[src/rtl/recov_pkg.sv]
package recov_pkg;
  typedef enum logic [2:0] {
    ST_IDLE,
    ST_LOW,
    ST_HIGH,
    ST_START,
    ST_HOLD,
    ST_STOPSU,
    ST_STOP
  } rec_state_e;
endpackage

[src/rtl/recov_sync.sv]
module recov_sync #(
  parameter int STAGES = 2
) (
  input  logic clk_i,
  input  logic rst_ni,
  input  logic d_i,
  output logic q_o
);
  logic [STAGES-1:0] pipe_q;

  always_ff @(posedge clk_i or negedge rst_ni) begin
    if (!rst_ni) begin
      pipe_q <= '1;
    end else begin
      pipe_q[0] <= d_i;
      for (int i = 1; i < STAGES; i++) pipe_q[i] <= pipe_q[i-1];
    end
  end

  assign q_o = pipe_q[STAGES-1];
endmodule

[src/rtl/recov_tick.sv]
module recov_tick #(
  parameter int HALF = 4
) (
  input  logic clk_i,
  input  logic rst_ni,
  input  logic run_i,
  output logic tick_o
);
  localparam int CW = (HALF > 1) ? $clog2(HALF) : 1;
  localparam logic [CW-1:0] LAST = CW'(HALF - 1);

  logic [CW-1:0] cnt_q;

  always_ff @(posedge clk_i or negedge rst_ni) begin
    if (!rst_ni)             cnt_q <= '0;
    else if (!run_i)         cnt_q <= '0;
    else if (cnt_q == LAST)  cnt_q <= '0;
    else                     cnt_q <= cnt_q + 1'b1;
  end

  assign tick_o = run_i && (cnt_q == LAST);


  cnt_range_chk: assert property (@(posedge clk_i) disable iff (!rst_ni)
    cnt_q <= LAST);
endmodule

[src/rtl/twi_unstick.sv]
module twi_unstick
  import recov_pkg::*;
#(
  parameter int HALF_CLKS   = 4,
  parameter int MAX_PULSES  = 9,
  parameter int SYNC_STAGES = 2
) (
  input  logic clk_i,
  input  logic rst_ni,
  input  logic recover_i,
  input  logic sda_in_i,
  output logic scl_oe_o,
  output logic sda_oe_o,
  output logic busy_o,
  output logic done_o,
  output logic fail_o
);
  localparam int PCW = $clog2(MAX_PULSES + 1);
  localparam logic [PCW-1:0] PLIM = PCW'(MAX_PULSES);

  rec_state_e     state_q, state_d;
  logic [PCW-1:0] pulses_q, pulses_d;
  logic           fail_q, fail_d, done_q, done_d;
  logic           tick, sda_seen, run;

  assign run = (state_q != ST_IDLE);

  recov_sync #(.STAGES(SYNC_STAGES)) u_sync (
    .clk_i (clk_i), .rst_ni(rst_ni), .d_i(sda_in_i), .q_o(sda_seen)
  );

  recov_tick #(.HALF(HALF_CLKS)) u_tick (
    .clk_i (clk_i), .rst_ni(rst_ni), .run_i(run), .tick_o(tick)
  );

  always_comb begin
    state_d  = state_q;
    pulses_d = pulses_q;
    fail_d   = fail_q;
    done_d   = 1'b0;
    unique case (state_q)
      ST_IDLE: if (recover_i) begin
        state_d  = ST_LOW;
        pulses_d = '0;
        fail_d   = 1'b0;
      end
      ST_LOW: if (tick) begin
        state_d  = ST_HIGH;
        pulses_d = pulses_q + 1'b1;
      end
      ST_HIGH: if (tick) begin
        if (sda_seen)              state_d = ST_START;
        else if (pulses_q == PLIM) begin
          state_d = ST_IDLE;
          fail_d  = 1'b1;
        end else                   state_d = ST_LOW;
      end
      ST_START:  if (tick) state_d = ST_HOLD;
      ST_HOLD:   if (tick) state_d = ST_STOPSU;
      ST_STOPSU: if (tick) state_d = ST_STOP;
      ST_STOP: if (tick) begin
        state_d = ST_IDLE;
        done_d  = 1'b1;
      end
      default: state_d = ST_IDLE;
    endcase
  end

  always_ff @(posedge clk_i or negedge rst_ni) begin
    if (!rst_ni) begin
      state_q  <= ST_IDLE;
      pulses_q <= '0;
      fail_q   <= 1'b0;
      done_q   <= 1'b0;
    end else begin
      state_q  <= state_d;
      pulses_q <= pulses_d;
      fail_q   <= fail_d;
      done_q   <= done_d;
    end
  end

  assign scl_oe_o = (state_q == ST_LOW) || (state_q == ST_HOLD);
  assign sda_oe_o = (state_q == ST_START) || (state_q == ST_HOLD) ||
                    (state_q == ST_STOPSU);
  assign busy_o   = run;
  assign done_o   = done_q;
  assign fail_o   = fail_q;


  pulse_limit_chk: assert property (@(posedge clk_i) disable iff (!rst_ni)
    pulses_q <= PLIM);


  start_after_high_chk: assert property (@(posedge clk_i) disable iff (!rst_ni)
    $rose(sda_oe_o) |-> ($past(sda_seen) && !scl_oe_o));


  scl_on_tick_chk: assert property (@(posedge clk_i) disable iff (!rst_ni)
    !$stable(scl_oe_o) |-> ($past(tick) || $past(state_q == ST_IDLE)));


  done_pulse_chk: assert property (@(posedge clk_i) disable iff (!rst_ni)
    done_o |=> !done_o);


  done_idle_chk: assert property (@(posedge clk_i) disable iff (!rst_ni)
    done_o |-> (!busy_o && !fail_o));


  fail_cause_chk: assert property (@(posedge clk_i) disable iff (!rst_ni)
    $rose(fail_o) |-> ($past(!sda_seen) && pulses_q == PLIM && !scl_oe_o && !sda_oe_o));
endmodule

[config.mk]
export PLATFORM = sky130hd
export DESIGN_NAME = twi_unstick
export DESIGN_NICKNAME = d
export VERILOG_FILES = /design/src/rtl/recov_pkg.sv /design/src/rtl/recov_sync.sv /design/src/rtl/recov_tick.sv /design/src/rtl/twi_unstick.sv
export SDC_FILE = /design/constraint.sdc
export NUM_CORES = 1
export LEC_CHECK = 0
export BUFFER_PORTS_ARGS = -buffer_cell sky130_fd_sc_hd__buf_2
export CAP_MARGIN = 10
export CORE_MARGIN = 4
export CORE_UTILIZATION = 35
export DETAILED_ROUTE_END_ITERATION = 12
export GPL_TIMING_DRIVEN = 0
export PLACE_DENSITY = 0.61
export SETUP_SLACK_MARGIN = 0.1
export SLEW_MARGIN = 20
export SYNTH_ARGS = -nofsm -noshare
export SYNTH_HDL_FRONTEND = slang
export SYNTH_HIERARCHICAL = 1
export SYNTH_SLANG_ARGS = --single-unit
export TNS_END_PERCENT = 5
[constraint.sdc]
create_clock -name clk_i -period 2.82 [get_ports clk_i]
set_input_delay 0.423 -clock clk_i [delete_from_list [all_inputs] [get_ports clk_i]]
set_output_delay 0.423 -clock clk_i [all_outputs]
set_load 0.01 [all_outputs]
==> run metrics <==
outcome=finished clean; CP Cell Sequence=clkbuf_1 -> or3_1 -> and2_2 -> nand4bb_1 -> clkbuf_2 -> or3_1 -> a21boi_1; row count=15; Synth cell types=28; routability congestion estimate=approximately 0.76; CTS Hold Bufs=0; CTS tree=done; switch share=around two fifths; share of layout cells above drive strength 1=roughly 22%; Area contributors post-synth=dfrtp_1 (42%), dfstp_2 (8.1%), ha_1 (5.8%); PwrDens=between 900 and 1000 nW/um^2; CP most frequent cell=or3_1; Post-CTS Resized=0; Combinational Power Share=~46%; CP startpoint=state_q[1]; Syn Nets=71; Clock Skews=0.926 ps; worst path buffer plus inverter count=2; Synth top area share=between 40% and 50%; DIE AREA=about 2600 um^2; H-tree depth=1; clk_lat worst skew=270 ps; DRT antenna net count=0; Root Driver=clkbuf_4; Max Fclk=0.501 GHz; Post-synth ARST share=between 90% and 100%; Cells after Synth=64; Max Buffers Root-to-Sink=2; crit path kind=flip-flop to flip-flop; CP max stage delay=between 300 and 400 ps; Final Total Pwr=0.731 mW; vias after detailed routing=between 400 and 500; Max VDD drop=0.466 mV; worst hold-check path type=primary input to async pin; multi-input logic area=around 300 um^2; drt drc=0; slowest CP cell=dfrtp_1; Area Growth Syn to Fin=15.0%; area leader, netlist=dfrtp_1; number of global-route vias before repair=440; Post-CTS Setup Bufs=0; Core Area=~1700 um^2; WL/cell=about 10 um; Switch Pwr=0.281 mW; fillers=~180; Final period util=a little over two thirds; relative slew slack=between 70% and 80%; Seq cells post-synth=13; Cell Area, Synth=649 um^2; syn avg cell area=10.1 um^2; CP Capture Type=flip-flop; grt ovf=0; CTS sink count=13; Worst EP arrival=between 2000 and 2500 ps; type of origin of the critical path=flip-flop; Yosys warnings=6; via density per instance=approximately 4.8; Finish-stage setup viols=0; drt pass-1 iters=4; Initial Utilization=37.2%; largest net degree at the start of global routing=14; most common cell in the synthesized netlist=dfrtp_1; Worst-Margin Slew=approximately 380 ps; P_int=roughly 0.45 mW; sequential area share after synthesis=a little over 50%; Tmin final=about 2000 ps; RSZ-0062 raised after global routing=false; launch point of the worst reg-to-reg path=state_q[1]; FF-to-FF path depth=7; Clk pwr share=15.1%; Iter 0 DRT Violations=7; ys flop type=dfrtp_1; crit-path max FO=10; wirelength, routed=between 1000 and 1500 um; GRT Resource Usage Total=~10%; Worst EP required=3020 ps; Pleak=between 0.3 and 0.4 nW; PortBufs=8; number of diodes=0; Largest delay share family, worst path=simple AND/OR/NAND/NOR gates; I/O pins=9; R2R Path End=pulses_q[3]; Fin. Hold Viols=0; hpwl dp=slightly below 800 um; DIE WIDTH=approximately 51 um; first-pass GRT wire length=a little under 2000 um; setup TNS=0 ps; register area=roughly 330 um^2; Post-synth EDFFs=0; Final Max Tran Viols=0; Seq pwr share=~39%; die height=51.1 um; Final #Nets=84; R2R Setup Slk=slightly above 800 ps; clock slew at reported path FFs=approximately 70 ps; total CTS buffers=3; Max-Cap Viols=0; top cells by count, synth=dfrtp_1 (11), nand2_1 (6), o21ai_0 (6), nand3_1 (5); initial antenna violation count=0
==> worst max-delay path by stage <==
stage,slack (ps),cells after the start,to
2_1_floorplan,1000,7,pulses_q[3]
5_1_grt,610,7,pulses_q[3]
6_report,820,7,pulses_q[3]
3_5_place_dp,830,7,pulses_q[3]
3_3_place_gp,870,7,pulses_q[3]
4_1_cts,810,7,pulses_q[3]
==> power by group through the flow <==
stage,clock network (mW),registers (mW),logic [mW]
CTS,0.116,0.288,0.337
finish,0.111,0.288,0.333
global placement,0,0.291,0.331
floorplan,0,0.285,0.252
global route,0.126,0.297,0.390
detailed placement,0,0.292,0.336
==> cell families (layout without fill, tap and decap cells) <==
kind of cell,count (synthesis),count (layout),synth area share (%)
AOI/OAI and AO/OA,13,13,12.5
xor gates and xnor gates,1,1,1.35
adders and majority gates,3,3,5.78
buffers and inverters,7,19,4.24
DFF,13,13,50.5
and+or+nand+nor,27,27,25.6
==> worst register-to-register path, cell delays in order, from the launching register on <==
cell	delay [ps]
dfrtp_1	370
clkbuf_1	330
or3_1	210
and2_2	230
nand4bb_1	120
clkbuf_2	170
or3_1	350
a21boi_1	140
==> metrics by stage <==
stage	utilization (%)	instance area (um^2)	hold WS, ps	cells	setup slack [ps]
global placement	41.3	721	319	97	872
detailed placement	41.3	721	321	97	829
CTS	42.8	747	24.0	101	811
finish	42.8	747	25.7	101	823
floorplan	-	649	127	64	1000
global route	42.8	747	34.0	101	611
==> layout make-up <==
class | instances | area share, %
clock buffer | 4 | 3.52
buffer | 4 | 2.18
timing repair buffer | 8 | 5.36
inverter | 3 | 1.51
multi-input combinational | 44 | 39.4
tap | 25 | 4.19
sequential | 13 | 43.9
==> routing by layer <==
metal	global-route usage (%)	vias to the layer above	wire, um
met5	0	-	0
met4	2.69	0	0
met3	5.25	0	48
met2	12.9	10	462
met1	14.1	225	540
li1	-	251	-
==> registers in the layout (all words and copies together) (netlist names) <==
signal and flops:
pulses_q 4, state_q 3, u_sync/pipe_q 2, u_tick/cnt_q 2
done_o 1, fail_o 1
==> placed cells by master, fill, tap and decap left out, types with 2 or more instances in the layout <==
cell and instances:
o31ai_1 2, clkbuf_1 4, ha_1 3, nor2_1 2
clkbuf_4 3, and2_2 2, or3_1 2, nand2_1 6
dfrtp_1 11, inv_1 3, dfstp_2 2, o21ai_0 6
nand3_1 5, buf_2 8, nand4bb_1 2
Note: power is estimated with default switching activity, not from simulation.
